**config.mk**
```make
export PLATFORM = sky130hd
export DESIGN_NAME = coded_row_tracker
export DESIGN_NICKNAME = d
export VERILOG_FILES = /design/src/rtl/crt_pkg.sv /design/src/rtl/crt_stale_gen.sv /design/src/rtl/crt_status_table.sv /design/src/rtl/crt_recode_queue.sv /design/src/rtl/coded_row_tracker.sv
export SDC_FILE = /design/constraint.sdc
export NUM_CORES = 1
export LEC_CHECK = 0
export ABC_AREA = 1
export BUFFER_PORTS_ARGS = -buffer_cell sky130_fd_sc_hd__buf_2
export CORE_MARGIN = 2
export CORE_UTILIZATION = 35
export CTS_CLUSTER_SIZE = 40
export DETAILED_ROUTE_END_ITERATION = 10
export GPL_ROUTABILITY_DRIVEN = 0
export PLACE_DENSITY = 0.51
export RECOVER_POWER = 25
export REMOVE_ABC_BUFFERS = 1
export SYNTH_ARGS = -nofsm -noshare
export SYNTH_HDL_FRONTEND = slang
export SYNTH_SLANG_ARGS = --single-unit
```
**constraint.sdc**
```tcl
create_clock -name clk -period 9.8 [get_ports clk]
set_input_delay 1.96 -clock clk [delete_from_list [all_inputs] [get_ports clk]]
set_output_delay 1.96 -clock clk [all_outputs]
set_load 0.01 [all_outputs]
```
**src/rtl/crt_pkg.sv**
```systemverilog
package crt_pkg;
  typedef enum logic [1:0] {
    ROW_CLEAN    = 2'b00,
    ROW_DATA_NEW = 2'b01,
    ROW_PAR_NEW  = 2'b10
  } row_code_e;
endpackage

```
**src/rtl/crt_stale_gen.sv**
```systemverilog
module crt_stale_gen #(
  parameter int NUM_BANKS = 4,
  parameter int BANK_W    = 2,
  parameter int PAR_W     = 2,
  parameter int STALE_W   = 7
) (
  input  logic [BANK_W-1:0]  bank,
  input  logic               to_par,
  input  logic [PAR_W-1:0]   par,
  output logic [STALE_W-1:0] mask,
  output logic               legal
);
  localparam int NPAR = NUM_BANKS - 1;

  logic [NPAR-1:0] covers;

  // parity p is built from data banks p and p+1
  for (genvar p = 0; p < NPAR; p++) begin : g_cov
    assign covers[p] = (int'(bank) == p) || (int'(bank) == p + 1);
  end

  always_comb begin
    mask  = '0;
    legal = 1'b1;
    if (!to_par) begin
      mask[STALE_W-1:NUM_BANKS] = covers;
    end else begin
      legal = (int'(par) < NPAR) && covers[par];
      mask[bank] = 1'b1;
      for (int p = 0; p < NPAR; p++)
        if (covers[p] && (p != int'(par))) mask[NUM_BANKS+p] = 1'b1;
    end
  end
endmodule

```
**src/rtl/crt_status_table.sv**
```systemverilog
module crt_status_table #(
  parameter int NUM_BANKS = 4,
  parameter int ROWS      = 8,
  parameter int BANK_W    = 2,
  parameter int ROW_W     = 3
) (
  input  logic              clk,
  input  logic              rst,
  input  logic              clr_en,
  input  logic [BANK_W-1:0] clr_bank,
  input  logic [ROW_W-1:0]  clr_row,
  input  logic              set_en,
  input  logic [BANK_W-1:0] set_bank,
  input  logic [ROW_W-1:0]  set_row,
  input  logic [1:0]        set_code,
  input  logic [BANK_W-1:0] look_bank,
  input  logic [ROW_W-1:0]  look_row,
  output logic [1:0]        look_code
);
  localparam int ENTRIES = NUM_BANKS * ROWS;

  logic [1:0] st [ENTRIES];

  always_ff @(posedge clk) begin
    if (rst) begin
      for (int i = 0; i < ENTRIES; i++) st[i] <= crt_pkg::ROW_CLEAN;
    end else begin
      if (clr_en) st[int'(clr_bank) * ROWS + int'(clr_row)] <= crt_pkg::ROW_CLEAN;
      if (set_en) st[int'(set_bank) * ROWS + int'(set_row)] <= set_code;
    end
  end

  assign look_code = st[int'(look_bank) * ROWS + int'(look_row)];
endmodule

```
**src/rtl/crt_recode_queue.sv**
```systemverilog
module crt_recode_queue #(
  parameter int QDEPTH  = 4,
  parameter int BANK_W  = 2,
  parameter int ROW_W   = 3,
  parameter int STALE_W = 7,
  parameter int CNT_W   = 16
) (
  input  logic               clk,
  input  logic               rst,
  input  logic [CNT_W-1:0]   now,
  input  logic               ins_en,
  input  logic [BANK_W-1:0]  ins_bank,
  input  logic [ROW_W-1:0]   ins_row,
  input  logic               ins_dir,
  input  logic [STALE_W-1:0] ins_stale,
  input  logic               pop_en,
  output logic               hit,
  output logic               full,
  output logic               head_valid,
  output logic [BANK_W-1:0]  head_bank,
  output logic [ROW_W-1:0]   head_row,
  output logic               head_dir,
  output logic [STALE_W-1:0] head_stale,
  output logic [CNT_W-1:0]   head_stamp
);
  localparam int QW = (QDEPTH > 1) ? $clog2(QDEPTH) : 1;

  logic [QDEPTH-1:0]  v;
  logic [BANK_W-1:0]  e_bank  [QDEPTH];
  logic [ROW_W-1:0]   e_row   [QDEPTH];
  logic               e_dir   [QDEPTH];
  logic [STALE_W-1:0] e_stale [QDEPTH];
  logic [CNT_W-1:0]   e_stamp [QDEPTH];

  logic [QW-1:0]    hit_idx, free_idx, head_idx;
  logic             free_found;
  logic [CNT_W-1:0] best_age;

  always_comb begin
    hit = 1'b0; hit_idx = '0;
    free_found = 1'b0; free_idx = '0;
    head_valid = 1'b0; head_idx = '0; best_age = '0;
    for (int i = 0; i < QDEPTH; i++) begin
      if (v[i] && e_bank[i] == ins_bank && e_row[i] == ins_row) begin
        hit = 1'b1; hit_idx = QW'(i);
      end
      if (!v[i] && !free_found) begin
        free_found = 1'b1; free_idx = QW'(i);
      end
      if (v[i] && (!head_valid || (now - e_stamp[i]) > best_age)) begin
        head_valid = 1'b1; head_idx = QW'(i); best_age = now - e_stamp[i];
      end
    end
  end

  assign full       = &v;
  assign head_bank  = e_bank[head_idx];
  assign head_row   = e_row[head_idx];
  assign head_dir   = e_dir[head_idx];
  assign head_stale = e_stale[head_idx];
  assign head_stamp = e_stamp[head_idx];

  always_ff @(posedge clk) begin
    if (rst) begin
      v <= '0;
    end else begin
      if (pop_en && head_valid && !(ins_en && hit && hit_idx == head_idx))
        v[head_idx] <= 1'b0;
      if (ins_en && hit) begin
        e_dir[hit_idx]   <= ins_dir;
        e_stale[hit_idx] <= ins_stale;
      end else if (ins_en && free_found) begin
        v[free_idx]       <= 1'b1;
        e_bank[free_idx]  <= ins_bank;
        e_row[free_idx]   <= ins_row;
        e_dir[free_idx]   <= ins_dir;
        e_stale[free_idx] <= ins_stale;
        e_stamp[free_idx] <= now;
      end
    end
  end
endmodule

```
**src/rtl/coded_row_tracker.sv**
```systemverilog
module coded_row_tracker #(
  parameter int NUM_BANKS = 4,
  parameter int ROWS      = 8,
  parameter int QDEPTH    = 4,
  parameter int CNT_W     = 16,
  localparam int BANK_W   = $clog2(NUM_BANKS),
  localparam int ROW_W    = $clog2(ROWS),
  localparam int NPAR     = NUM_BANKS - 1,
  localparam int PAR_W    = (NPAR > 1) ? $clog2(NPAR) : 1,
  localparam int STALE_W  = NUM_BANKS + NPAR
) (
  input  logic               clk,
  input  logic               rst,
  input  logic               wr_valid,
  input  logic [BANK_W-1:0]  wr_bank,
  input  logic [ROW_W-1:0]   wr_row,
  input  logic               wr_to_par,
  input  logic [PAR_W-1:0]   wr_par,
  input  logic [BANK_W-1:0]  rd_bank,
  input  logic [ROW_W-1:0]   rd_row,
  output logic [1:0]         rd_code,
  output logic               rc_valid,
  output logic [BANK_W-1:0]  rc_bank,
  output logic [ROW_W-1:0]   rc_row,
  output logic               rc_dir,
  output logic [STALE_W-1:0] rc_stale,
  output logic [CNT_W-1:0]   rc_stamp,
  input  logic               rc_done,
  output logic               q_full
);
  logic [CNT_W-1:0]   cycle_cnt;
  logic [STALE_W-1:0] new_mask;
  logic               legal, hit, accept;

  always_ff @(posedge clk) begin
    if (rst) cycle_cnt <= '0;
    else     cycle_cnt <= cycle_cnt + 1'b1;
  end

  crt_stale_gen #(
    .NUM_BANKS(NUM_BANKS), .BANK_W(BANK_W), .PAR_W(PAR_W), .STALE_W(STALE_W)
  ) u_mask (
    .bank(wr_bank), .to_par(wr_to_par), .par(wr_par),
    .mask(new_mask), .legal(legal)
  );

  assign accept = wr_valid && legal && (!q_full || hit);

  crt_recode_queue #(
    .QDEPTH(QDEPTH), .BANK_W(BANK_W), .ROW_W(ROW_W),
    .STALE_W(STALE_W), .CNT_W(CNT_W)
  ) u_queue (
    .clk(clk), .rst(rst), .now(cycle_cnt),
    .ins_en(accept), .ins_bank(wr_bank), .ins_row(wr_row),
    .ins_dir(wr_to_par), .ins_stale(new_mask),
    .pop_en(rc_done), .hit(hit), .full(q_full),
    .head_valid(rc_valid), .head_bank(rc_bank), .head_row(rc_row),
    .head_dir(rc_dir), .head_stale(rc_stale), .head_stamp(rc_stamp)
  );

  crt_status_table #(
    .NUM_BANKS(NUM_BANKS), .ROWS(ROWS), .BANK_W(BANK_W), .ROW_W(ROW_W)
  ) u_table (
    .clk(clk), .rst(rst),
    .clr_en(rc_done && rc_valid), .clr_bank(rc_bank), .clr_row(rc_row),
    .set_en(accept), .set_bank(wr_bank), .set_row(wr_row),
    .set_code(wr_to_par ? crt_pkg::ROW_PAR_NEW : crt_pkg::ROW_DATA_NEW),
    .look_bank(rd_bank), .look_row(rd_row), .look_code(rd_code)
  );
endmodule

```
After elaboration in Yosys (flattened, before gate mapping)
Memories as Yosys holds them, arrays and structs flattened.
Index checks and enable logic that the tools add are counted.
Widths: inputs -> output; s select.
- register bits after elaboration: 20
- bits in writable memories: 180
- input bits: 17
- output and inout bits: 33
- logic and storage cells: 166
- memories: 6
- memories (name ; words ; bits a word ; read ports ; clocked after memory_dff ; write ports ; RTL line ; source):
    u_queue.e_stamp ; 4 ; 16 ; 5 ; 0 ; 1 ; crt_recode_queue.sv:33 ; logic [CNT_W-1:0] e_stamp [QDEPTH];
    u_table.st ; 32 ; 2 ; 1 ; 0 ; 32 ; crt_status_table.sv:22 ; logic [1:0] st [ENTRIES];
    u_queue.e_stale ; 4 ; 7 ; 1 ; 0 ; 1 ; crt_recode_queue.sv:32 ; logic [STALE_W-1:0] e_stale [QDEPTH];
    u_queue.e_row ; 4 ; 3 ; 5 ; 0 ; 1 ; crt_recode_queue.sv:30 ; logic [ROW_W-1:0] e_row [QDEPTH];
    u_queue.e_bank ; 4 ; 2 ; 5 ; 0 ; 1 ; crt_recode_queue.sv:29 ; logic [BANK_W-1:0] e_bank [QDEPTH];
    u_queue.e_dir ; 4 ; 1 ; 1 ; 0 ; 1 ; crt_recode_queue.sv:31 ; logic e_dir [QDEPTH];
- add/sub/neg operators: 8
- order comparisons: 11
- equal/unequal tests: 14
- mux-type cells: 70
- bitwise gates (word level): 3
- reduce and logical (&&, ||, !) cells: 52
- operators by type and width (kind ; count):
    $sub 16x16->16 ; 4
    $gt 16x16->1 ; 3
    $mux 16 ; 3
    $mux 1 ; 43
    $logic_and 1x1->1 ; 28
    $mux 2 ; 11
    $mux 4 ; 5
    $add 16x1->16 const B ; 1
    $add 5x3->5 ; 3
    $eq 3x3->1 ; 4
    $eq 2x2->1 ; 5
    $logic_not 1->1 ; 10
    $mux 5 ; 2
    $lt 2x3->1 const B ; 3
    $logic_or 1x1->1 ; 7
    $mux 7 ; 1
    $reduce_or 7->1 ; 1
    $demux 1 s2 ; 3
    $ge 2x1->1 const B ; 3
    $and 4x4->4 ; 1
    $eq 2x2->1 const B ; 2
    $lt 2x4->1 const B ; 1
    $ne 2x2->1 const A ; 2
    $not 4->4 ; 1
    other kinds (10) ; 11

Longest topological paths before layout
Gate-level depths: netlist of run 1.
An unclocked memory read counts as a cell.
- depth in word-level cells: 26
- mapped depth: 64
- depth with buffers taken out: 61

Cells and area by module
A second synthesis of run 1 with hierarchy kept.
- cell total of the unflattened synthesis: 1666
- area total of the unflattened synthesis: 13897.1 um^2
- by module, submodules not included (module ; times used ; cells each ; area each (um^2) ; sequential area each (um^2)):
    crt_recode_queue ; 1 ; 1094 ; 9380.2 ; 3563.4
    crt_status_table ; 1 ; 421 ; 3528.4 ; 1921.8
    coded_row_tracker ; 1 ; 120 ; 819.5 ; 320.3
    crt_stale_gen ; 1 ; 31 ; 168.9 ; 0.0

Worst setup path after synthesis of run 1
No wires, ideal clock.
- path kind: register -> output
- from: reg cycle_cnt[0]
- to: out rc_stamp[10]
- arrival time: 6556 ps
- data required time: 7840 ps
- slack: 1284 ps
- cell stages (with the launch flop): 48
- path buffers: 5
- path through: dfxtp_1 > inv_1 > ha_1 > inv_1 > fa_1 > a21oi_1 > o21bai_1 > nand2_1 > o211ai_1 > a21boi_0 > o21ai_0 > xor2_1 > ha_1 > nand2_1 > nor3_1 > nand3_1 > nand2_1 > nand2_1 > [12 not listed] > nand2_2 > buf_1 > nand2_1 > o21ai_0 > ha_1 > a21o_1 > nor2_1 > nand2_1 > nand2_1 > nand2_1 > nand2_1 > nand2_1 > nand2_2 > buf_2 > buf_1 > o22ai_1 > a21oi_1 > o21ai_0
- cells in the longest elaborated chain, start to end: 15
- elaborated cells on any way between the ends: 24
- those cells by class: 4 x add/sub; 3 x order compare; 8 x mux; 8 x reduce/logical; 1 x memory
- RTL lines (element ; RTL line ; source):
    start, declared ; coded_row_tracker.sv:31 ; logic [CNT_W-1:0] cycle_cnt;
    start signal, assigned ; coded_row_tracker.sv:37 ; else cycle_cnt <= cycle_cnt + 1'b1;
    $sub 16x16->16 ; - ;
    $mux 16 ; crt_recode_queue.sv:50 ; if (v[i] && (!head_valid || (now - e_stamp[i]) > best_age)) begin
    $gt 16x16->1 ; crt_recode_queue.sv:50 ;
    $logic_or 1x1->1 ; crt_recode_queue.sv:50 ;
    $logic_and 1x1->1 ; crt_recode_queue.sv:50 ;
    $mux 16 / $mux 1 (equally long branches) ; crt_recode_queue.sv:50 ;
    $gt 16x16->1 / $logic_not 1->1 (equally long branches) ; crt_recode_queue.sv:50 ;
    $logic_or 1x1->1 ; crt_recode_queue.sv:50 ;
    $logic_and 1x1->1 ; crt_recode_queue.sv:50 ;
    $mux 16 / $mux 1 (equally long branches) ; crt_recode_queue.sv:50 ;
    $gt 16x16->1 / $logic_not 1->1 (equally long branches) ; crt_recode_queue.sv:50 ;
    $logic_or 1x1->1 ; crt_recode_queue.sv:50 ;
    $logic_and 1x1->1 ; crt_recode_queue.sv:50 ;
    $mux 2 (*) ; crt_recode_queue.sv:50 ;
    $mem_v2 4x16 (*) ; - ;
    end, declared ; coded_row_tracker.sv:27 ; output logic [CNT_W-1:0] rc_stamp,
Every way passes the cells marked *; elsewhere a longest branch is shown, timed or not.

Worst setup path in the final report of run 1
- from: reg cycle_cnt[0]
- to: out rc_stamp[11]
The elaborated chain is that of the path after synthesis.

==> results.py, run 1 <==
metrics = {
    "clock_network": {
        "cts_root_buffer": "clkbuf_16",
        "clockBufferDepth": 2,
        "clk_pin_slew_worst_paths_ns": 0.08,
        "clk_latency_ns": 0.46,
        "cts.sinks": 200,
        "htree_levels": 4,
        "cts_buffers": 17,
        "ctsHoldBuffers": 0,
        "cts_tree": "built",
    },
    "timing": {
        "relSlewSlack_pct": -71.75,
        "max_freq_mhz": 108.3,
        "worstMarginPinSlew_ns": 2.576,
        "slew_violations": 86,
        "fin_ws_ns": 0.5677,
        "min_period_ns": 9.232,
        "finalHoldViolations": 0,
        "holdWs_ns": 0.5325,
        "worst_clock_skew_ns": 0.01386,
        "fin_crit_sh_pct": 94.21,
        "final-setup-viol-count": 0,
    },
    "layout": {
        "syn2layout_area_growth_pct": 13.11,
        "diodes": 0,
        "nFillCells": 3957,
        "final_util_pct": 39.89,
        "instances_no_fill": 2230,
        "drive_gt1_share_pct": 9.755,
        "fin_nets": 1833,
    },
    "routing": {
        "viasPerCell": 5.047,
        "wl_um": 39930,
        "vias": 11250,
        "first_pass_iters": 5,
        "route.detailed.drc": 0,
        "drt_iter0_markers": 877,
        "antenna_left": 0,
        "routedWlPerCell_um": 17.90,
    },
    "synth": {
        "yosysWarnings": 0,
        "synth_most_common_cell": "nand2_1",
        "ys_types": 51,
        "synth_edf_count": 180,
        "synth_cells": 1637,
        "synth-seq-area-share_pct": 42.79,
        "syn-cell-area_um2": 13570,
        "synth.avg_cell_area_um2": 8.288,
        "synthTopCellsByArea": "edfxtp_1 (40%), ha_1 (10%), nand2_1 (8.9%)",
        "synth_top_area_cell": "edfxtp_1",
        "synth-seq-cells": 200,
        "synth-async-reset-ratio_pct": 0,
        "synthTopCellsByCount": "nand2_1 (321), nor2_1 (189), inv_1 (188), edfxtp_1 (180), a21oi_1 (140)",
        "ys.flop_type": "edfxtp_1",
        "yosysTopAreaCellShare_pct": 39.84,
    },
    "setup_path": {
        "worstPathRequired_ns": 7.84,
        "worst-setup-path-type": "flop to output pin",
        "cpPeakStageDelay_ns": 0.39,
        "endpoint_kind": "output pin",
        "cp.arrival_ns": 7.27,
        "path_max_fanout": 18,
        "worstSetupStartpointType": "flop",
        "cp_common_cell": "nand2_1",
        "crit_slowest_cell": "fa_1",
    },
    "floorplan": {
        "die_h_um": 200.9,
        "dieWidth_um": 200.9,
        "io_pins": 50,
        "num_rows": 72,
        "dieArea_um2": 40350,
        "core_area_um2": 38470,
        "start_util_pct": 35.27,
    },
    "job": {
        "cap_violations": 2,
    },
    "min_path": {
        "min_path_type": "flop to flop",
    },
    "place": {
        "dp_cells": 2187,
        "preCtsSetupSlack_ns": 0.2126,
        "numPortBuffers": 49,
        "hpwl_um": 29500,
    },
    "pwr": {
        "ir_drop_mv": 0.1312,
        "p_total_mw": 2.086,
        "power.leakage_nw": 6.623,
        "power_density_nw_per_um2": 136.0,
    },
    "global_route": {
        "antenna_found_initial": 1,
        "first_global_vias": 11110,
        "grt_max_degree": 44,
        "grt_usage_pct": 20.01,
        "grt_pass1_wl_um": 62590,
        "gr-total-overflow": 0,
    },
    "status": {
        "outcome": "finished with violations",
        "violations": "max-capacitance violations, max-slew violations",
    },
}
==> cells by family (layout without fill, tap and decap cells) <==
kind of cell             Yosys count  count (layout)  synth area share (%)
AND/OR/NAND/NOR                  664             665                 20.67
flip-flops                       200             200                 42.79
XOR/XNOR                          60              60                 3.873
buffers and inverters            246             320                 7.258
AO/OA/AOI/OAI                    350             350                 14.40
adder cells (fa/ha/maj)          117             117                 11.01
==> area by class of cell <==
type	instances	area (µm²)	share of cell area [%]
multi-input combinational	1192	6923	45.11
sequential	200	5806	37.83
inverter	195	735.7	4.794
tap	518	648.1	4.223
timing repair buffer	93	575.6	3.751
clock buffer	17	425.4	2.772
clock inverter	15	232.7	1.517
==> critical path, delay by kind of cell, from the launching register on <==
| kind | cells | cell delay [ns] |
|---|---|---|
| simple gates | 26 | 2.56 |
| fa+ha+maj | 5 | 1.49 |
| compound gates | 9 | 1.24 |
| buf+inv | 7 | 0.98 |
| flops | 1 | 0.32 |
| xor+xnor | 1 | 0.18 |
==> flip-flops by register name, summed over array words and instances, names as in the netlist <==
name and cells:
u_queue.e_stamp 64, u_queue.v 4, u_table.st 64, u_queue.e_bank 8, cycle_cnt 16, u_queue.e_stale 28
u_queue.e_row 12, u_queue.e_dir 4
==> power by group <==
group | internal, mW | leakage, nW | switching [mW]
logic | 0.111 | 4.38 | 0.223
clock network | 0.440 | 0.322 | 0.358
registers | 0.946 | 1.92 | 0.00910
total | 1.50 | 6.62 | 0.590
==> cell usage in the layout (no fill, tap or decap), drive strengths merged, types with 2 or more instances in the layout <==
cell type	synthesis	layout
a211oi	5	5
a21o	8	8
a21oi	141	141
a31oi	10	10
buf	25	70
bufinv	0	4
clkbuf	26	40
clkinv	1	6
dfxtp	20	20
edfxtp	180	180
fa	4	4
ha	113	113
inv	194	199
nand2	329	330
nand3	80	80
nand4	20	20
nor2	203	203
nor3	26	26
o211ai	6	6
o21a	3	3
o21ai	132	132
o21bai	3	3
o221ai	12	12
o22ai	19	19
o31ai	4	4
or2	2	2
xnor2	17	17
xor2	43	43
==> per-stage QoR <==
step	TNS, ns	area, µm²
after floorplan	0	13310
after global placement	0	14490
after detailed placement	0	14490
after CTS	0	15170
after global routing	-0.6373	15350
final	0	15350
==> timing repair <==
action / in CTS / in global routing
gates cloned: 0 / 2
setup buffers: 1 / 8
gates resized for setup: 4 / 50
setup endpoints to repair: 29 / 29
pin swaps: 1 / 10
==> metal layers <==
layer  vias to the layer above  GRT usage (%)  part of all wire, %
met3                        45          3.393                  3.9
met2                       214          32.49                   46
met1                      5270          27.40                   48
li1                       5723              -                    -
met5                         -              0                0.033
met4                         2          5.847                  2.2
==> final timing paths <==
kind / from / slack (ns) / to / cells after the start
min: cycle_cnt[12]$_SDFF_PP0_ / 0.53 / u_queue.e_stamp[0][12]$_DFFE_PP_ / 0
min reg2reg: cycle_cnt[12]$_SDFF_PP0_ / 0.53 / u_queue.e_stamp[0][12]$_DFFE_PP_ / 0
max: cycle_cnt[0]$_SDFF_PP0_ / 0.57 / rc_stamp[11] / 48
max reg2reg: cycle_cnt[0]$_SDFF_PP0_ / 2.11 / u_table.st[11][0]$_SDFFCE_PN0P_ / 50
Note: power is estimated with default switching activity, not from simulation.
==> run 2: changes to the inputs <==
Settings changed: ABC_AREA 1 to not set, CORE_ASPECT_RATIO set to 0.8.
==> results.py, run 2 <==
metrics = {
    "status": {
        "outcome": "finished with violations",
        "violations": "max-capacitance violations, max-slew violations, negative setup slack",
    },
    "pwr": {
        "power_density_nw_per_um2": 122.3,
        "power.leakage_nw": 6.862,
        "ir_drop_mv": 0.1016,
        "p_total_mw": 2.098,
    },
    "timing": {
        "max_freq_mhz": 98.29,
        "fin_ws_ns": -0.3739,
        "rsz0062_at_grt": "true",
        "holdWs_ns": 0.5933,
        "worst_clock_skew_ns": 0.01463,
        "min_period_ns": 10.17,
        "relSlewSlack_pct": -84.23,
        "fin_crit_sh_pct": 103.8,
        "final-setup-viol-count": 29,
        "worstMarginPinSlew_ns": 2.764,
        "finalHoldViolations": 0,
        "slew_violations": 50,
    },
    "floorplan": {
        "dieWidth_um": 225.0,
        "io_pins": 50,
        "die_h_um": 180.8,
        "dieArea_um2": 40680,
        "core_area_um2": 38360,
        "num_rows": 64,
        "start_util_pct": 35.66,
    },
    "setup_path": {
        "endpoint_kind": "output pin",
        "path_max_fanout": 7,
        "crit_slowest_cell": "or4_4",
        "ff2ff_path_depth": 41,
        "cp.arrival_ns": 8.21,
        "r2r_start": "u_queue.e_stamp[0][0]$_DFFE_PP_",
        "crit_start": "u_queue.e_stamp[0][0]$_DFFE_PP_",
        "worstSetupStartpointType": "flop",
        "worstPathRequired_ns": 7.84,
        "worst-setup-path-type": "flop to output pin",
        "r2r-end": "u_table.st[23][1]$_SDFFCE_PN0P_",
        "rrSetupSlack_ns": 0.90,
        "crit_end": "rc_row[0]",
        "cpPeakStageDelay_ns": 0.52,
    },
    "routing": {
        "wl_um": 42900,
        "drt_iter0_markers": 979,
        "first_pass_iters": 5,
        "routedWlPerCell_um": 20.86,
        "viasPerCell": 5.549,
        "antenna_left": 0,
        "vias": 11420,
        "route.detailed.drc": 0,
    },
    "clock_network": {
        "htree_levels": 4,
        "cts_root_buffer": "clkbuf_16",
        "clk_latency_ns": 0.46,
        "cts_tree": "built",
        "clockBufferDepth": 2,
        "cts_buffers": 17,
        "clk_pin_slew_worst_paths_ns": 0.07,
        "ctsHoldBuffers": 0,
        "cts.sinks": 200,
    },
    "place": {
        "numPortBuffers": 49,
        "hpwl_um": 31210,
        "preCtsSetupSlack_ns": -0.4205,
        "dpl_cell_area_um2": 15290,
    },
    "synth": {
        "synthTopCellsByArea": "edfxtp_1 (40%), ha_1 (10%), nor2_1 (4.3%)",
        "synth-seq-area-share_pct": 42.45,
        "ys.flop_type": "edfxtp_1",
        "synth_top_area_cell": "edfxtp_1",
        "synth.avg_cell_area_um2": 10.14,
        "synth-seq-cells": 200,
        "yosysTopAreaCellShare_pct": 39.52,
        "synth_most_common_cell": "edfxtp_1",
        "synth-async-reset-ratio_pct": 0,
        "synth_cells": 1349,
        "yosysWarnings": 0,
        "syn-cell-area_um2": 13680,
        "synth_edf_count": 180,
        "ys_types": 84,
        "synthTopCellsByCount": "edfxtp_1 (180), nor2_1 (155), ha_1 (113), a21oi_1 (88), nand2_1 (88)",
    },
    "layout": {
        "diodes": 0,
        "syn2layout_area_growth_pct": 25.48,
        "drive_gt1_share_pct": 25.74,
        "fin_area_um2": 17160,
        "fin_nets": 1683,
        "top_regs": "u_queue.e_stamp x64, u_table.st x64, u_queue.e_stale x28",
        "final_cell_mix": "edfxtp_1 (180), nor2_1 (151), buf_4 (148), ha_1 (102)",
        "layout_commonest_cell": "edfxtp_1",
    },
    "global_route": {
        "first_global_vias": 11030,
        "grt_usage_pct": 21.12,
        "grt_pass1_wl_um": 65240,
        "antenna_found_initial": 1,
        "busiest_layer": "met1",
        "use_met1_pct": 32.02,
        "use_met2_pct": 31.32,
        "grt_max_degree": 50,
        "gr-total-overflow": 0,
        "met3_usage_pct": 3.497,
    },
    "job": {
        "cap_violations": 1,
    },
    "min_path": {
        "min_path_type": "flop to flop",
    },
}
run 2: how the worst min path moves through the flow:
| stage | start | endpoint | cells past startpoint |
|---|---|---|---|
| after floorplan | cycle_cnt[0]$_SDFF_PP0_ | cycle_cnt[0]$_SDFF_PP0_ | 1 |
| after global placement | cycle_cnt[0]$_SDFF_PP0_ | cycle_cnt[0]$_SDFF_PP0_ | 2 |
| after detailed placement | cycle_cnt[2]$_SDFF_PP0_ | u_queue.e_stamp[0][2]$_DFFE_PP_ | 0 |
| after CTS | cycle_cnt[2]$_SDFF_PP0_ | u_queue.e_stamp[0][2]$_DFFE_PP_ | 0 |
| after global routing | cycle_cnt[2]$_SDFF_PP0_ | u_queue.e_stamp[0][2]$_DFFE_PP_ | 0 |
| final | cycle_cnt[2]$_SDFF_PP0_ | u_queue.e_stamp[0][2]$_DFFE_PP_ | 0 |
run 2: stage by stage:
step	cells	TNS, ns	util [%]
6_report	2057	-6.856	44.74
3_5_place_dp	1958	-8.857	39.87
5_1_grt	2057	-17.55	44.74
2_1_floorplan	1290	-250.95	-
4_1_cts	2038	-4.855	43.48
3_3_place_gp	1958	-3.458	39.87
run 2: worst max-delay path: cells and delay by family, from the launching register on:
family                   cells  cell delay [ns]
AND/OR/NAND/NOR             11             2.06
adder cells (fa/ha/maj)      5             1.56
buffers and inverters        9             1.31
AO/OA/AOI/OAI               12             2.20
flip-flops                   1             0.40
XOR/XNOR                     1             0.26
run 2: per-layer routing:
metal  routed length [µm]  vias to the layer above
met1                20870                     5665
met5                    0                        -
met4                  680                        0
li1                     -                     5421
met3                 2550                       35
met2                18800                      294
run 2: repair_timing:
item | 4_1_cts | 5_1_grt
setup buffers | 41 | 22
gates resized for setup | 78 | 113
setup endpoints to repair | 29 | 29
pin swaps | 24 | 44
gates cloned | 7 | 0
run 2: cell type report:
| class | count | area (µm²) |
|---|---|---|
| Sequential cell | 200 | 5806 |
| Clock buffer | 17 | 425.4 |
| Fill cell | 3619 | 21200 |
| Timing Repair Buffer | 239 | 1844 |
| Inverter | 87 | 329.1 |
| Multi-Input combinational cell | 1004 | 7950 |
| Clock inverter | 15 | 187.7 |
| Tap cell | 495 | 619.3 |
run 2: report_power, final:
group | total, mW | switching, mW | internal, mW | leakage [nW]
Sequential | 0.956 | 0.00893 | 0.947 | 1.88
Clock | 0.749 | 0.362 | 0.387 | 0.291
Combinational | 0.393 | 0.223 | 0.170 | 4.70
Total | 2.10 | 0.594 | 1.50 | 6.86
run 2: cells by family (layout without fill, tap and decap cells):
logic type	Yosys count	in the layout	share of synthesized area, %
flops	200	200	42.45
mux	54	54	5.809
fa+ha+maj	117	117	10.92
buf+inv	146	358	4.108
xor+xnor	79	79	5.059
simple gates	431	431	15.33
compound gates	322	323	16.32
==> run 3: changes to the inputs <==
Settings changed: CORE_MARGIN 2 to not set.
==> results.py, run 3 (synthesis gave the netlist of run 2 again) <==
metrics = {
    "floorplan": {
        "dieArea_um2": 39880,
        "num_rows": 64,
        "start_util_pct": 35.66,
        "die_h_um": 178.8,
        "io_pins": 50,
        "core_area_um2": 38360,
        "dieWidth_um": 223.0,
    },
    "layout": {
        "top_regs": "u_queue.e_stamp x64, u_table.st x64, u_queue.e_stale x28",
        "drive_gt1_share_pct": 26.50,
        "instances_no_fill": 2050,
        "syn2layout_area_growth_pct": 25.20,
        "final_cell_mix": "edfxtp_1 (180), nor2_1 (147), buf_4 (142), ha_1 (104), inv_1 (81)",
        "layout_commonest_cell": "edfxtp_1",
        "fin_nets": 1676,
        "diodes": 0,
        "fin_area_um2": 17120,
        "regArea_um2": 5808,
        "nFillCells": 3626,
        "multiInputGateArea_um2": 7931,
    },
    "setup_path": {
        "rrSetupSlack_ns": -0.46,
        "cp_common_cell": "buf_4",
        "cp.arrival_ns": 10.66,
        "path_max_fanout": 8,
        "worstPathRequired_ns": 10.19,
        "cpPeakStageDelay_ns": 0.53,
        "endpoint_kind": "flop",
        "crit_slowest_cell": "or4_4",
        "worstSetupStartpointType": "flop",
        "worst-setup-path-type": "flop to flop",
    },
    "clock_network": {
        "clk_latency_ns": 0.46,
        "clk_pin_slew_worst_paths_ns": 0.08,
        "cts_buffers": 17,
        "cts_tree": "built",
        "clockBufferDepth": 2,
        "ctsHoldBuffers": 0,
        "cts_root_buffer": "clkbuf_16",
        "htree_levels": 4,
        "cts.sinks": 200,
    },
    "pwr": {
        "ir_drop_mv": 0.09167,
        "clock_power_share_pct": 34.4,
        "share_seq_of_total_power_pct": 47.2,
        "power_density_nw_per_um2": 118.4,
        "power.leakage_nw": 6.827,
        "p_sw_uw": 584.4,
        "internal_power_mw": 1.443,
        "p_total_mw": 2.027,
        "power_frac_comb_pct": 18.4,
        "swShare_pct": 28.83,
    },
    "routing": {
        "vias": 11370,
        "viasPerCell": 5.544,
        "routedWlPerCell_um": 21.02,
        "route.detailed.drc": 0,
        "wl_um": 43090,
        "drt_iter0_markers": 942,
        "first_pass_iters": 5,
        "antenna_left": 0,
    },
    "global_route": {
        "antenna_found_initial": 0,
        "grt_pass1_wl_um": 65180,
        "grt_usage_pct": 21.83,
        "first_global_vias": 10920,
        "grt_max_degree": 52,
        "gr-total-overflow": 0,
    },
    "timing": {
        "finalHoldViolations": 0,
        "relSlewSlack_pct": 27.39,
        "rsz0062_at_grt": "true",
        "worst_clock_skew_ns": 0.01665,
        "final-setup-viol-count": 30,
        "worstMarginPinSlew_ns": 1.083,
        "fin_crit_sh_pct": 104.7,
        "max_freq_mhz": 97.42,
        "min_period_ns": 10.26,
        "tns_ns": -8.699,
        "fin_ws_ns": -0.4646,
        "slew_violations": 0,
    },
    "place": {
        "numPortBuffers": 49,
        "dpl_cell_area_um2": 15160,
        "preCtsSetupSlack_ns": -0.1751,
        "dp_cells": 1940,
        "hpwl_um": 31160,
    },
    "status": {
        "violations": "negative setup slack",
        "outcome": "finished with violations",
    },
    "min_path": {
        "min_path_type": "flop to flop",
    },
    "job": {
        "cap_violations": 0,
    },
}
[run 3: cell count changes in the layout (fill, tap and decap cells not counted), sizes merged]
cell / change
clkbuf: -9
buf: +4
bufinv: -2
clkinvlp: -2
inv: +2
[run 3: power groups by stage]
stage               sequential (mW)  combinational, mW  clock, mW
CTS                           0.957              0.360      0.709
global route                  0.959              0.408      0.741
finish                        0.957              0.374      0.696
detailed placement            0.976              0.331          0
global placement              0.976              0.328          0
floorplan                     0.976              0.195          0
[run 3: final cells by class]
type                       instances  area share, %
multi-input combinational       1004          46.32
sequential                       200          33.92
timing repair buffer             232          10.93
tap                              495          3.617
clock buffer                      19          2.528
inverter                          87          1.922
clock inverter                    13         0.7672
[run 3: what timing repair did]
action,in CTS,in global routing
buffers inserted,61,13
pin swaps,48,17
resized for setup,138,56
setup endpoints to repair,29,30
cloned,8,0
[run 3: worst paths after layout]
check / startpoint / end / cells after the start
setup reg to reg: u_queue.e_stamp[0][4]$_DFFE_PP_ / u_queue.v[3]$_SDFF_PP0_ / 59
setup / recovery: u_queue.e_stamp[0][4]$_DFFE_PP_ / u_queue.v[3]$_SDFF_PP0_ / 59
hold / removal: cycle_cnt[15]$_SDFF_PP0_ / u_queue.e_stamp[2][15]$_DFFE_PP_ / 0
hold reg to reg: cycle_cnt[15]$_SDFF_PP0_ / u_queue.e_stamp[2][15]$_DFFE_PP_ / 0
[run 3: through the flow]
stage,hold slack (ns),utilization (%)
2_1_floorplan,0.4603,-
3_3_place_gp,0.5522,39.52
3_5_place_dp,0.5760,39.52
4_1_cts,0.5700,43.92
5_1_grt,0.6528,44.64
6_report,0.6274,44.64
[run 3: metal layers]
| layer | vias up | wire, µm | GRT usage [%] |
|---|---|---|---|
| met4 | 0 | 645 | 4.713 |
| met2 | 332 | 18450 | 32.28 |
| li1 | 5408 | - | - |
| met5 | - | 0 | 0 |
| met3 | 44 | 2477 | 4.097 |
| met1 | 5581 | 21520 | 32.74 |
[run 3: worst max-delay path: cells and delay by family, from the launching register on]
family	cells	cell delay [ns]
xor+xnor	1	0.13
compound gates	12	2.31
fa+ha+maj	4	0.96
flops	1	0.41
buf+inv	32	4.10
simple gates	9	1.88
mux	1	0.37
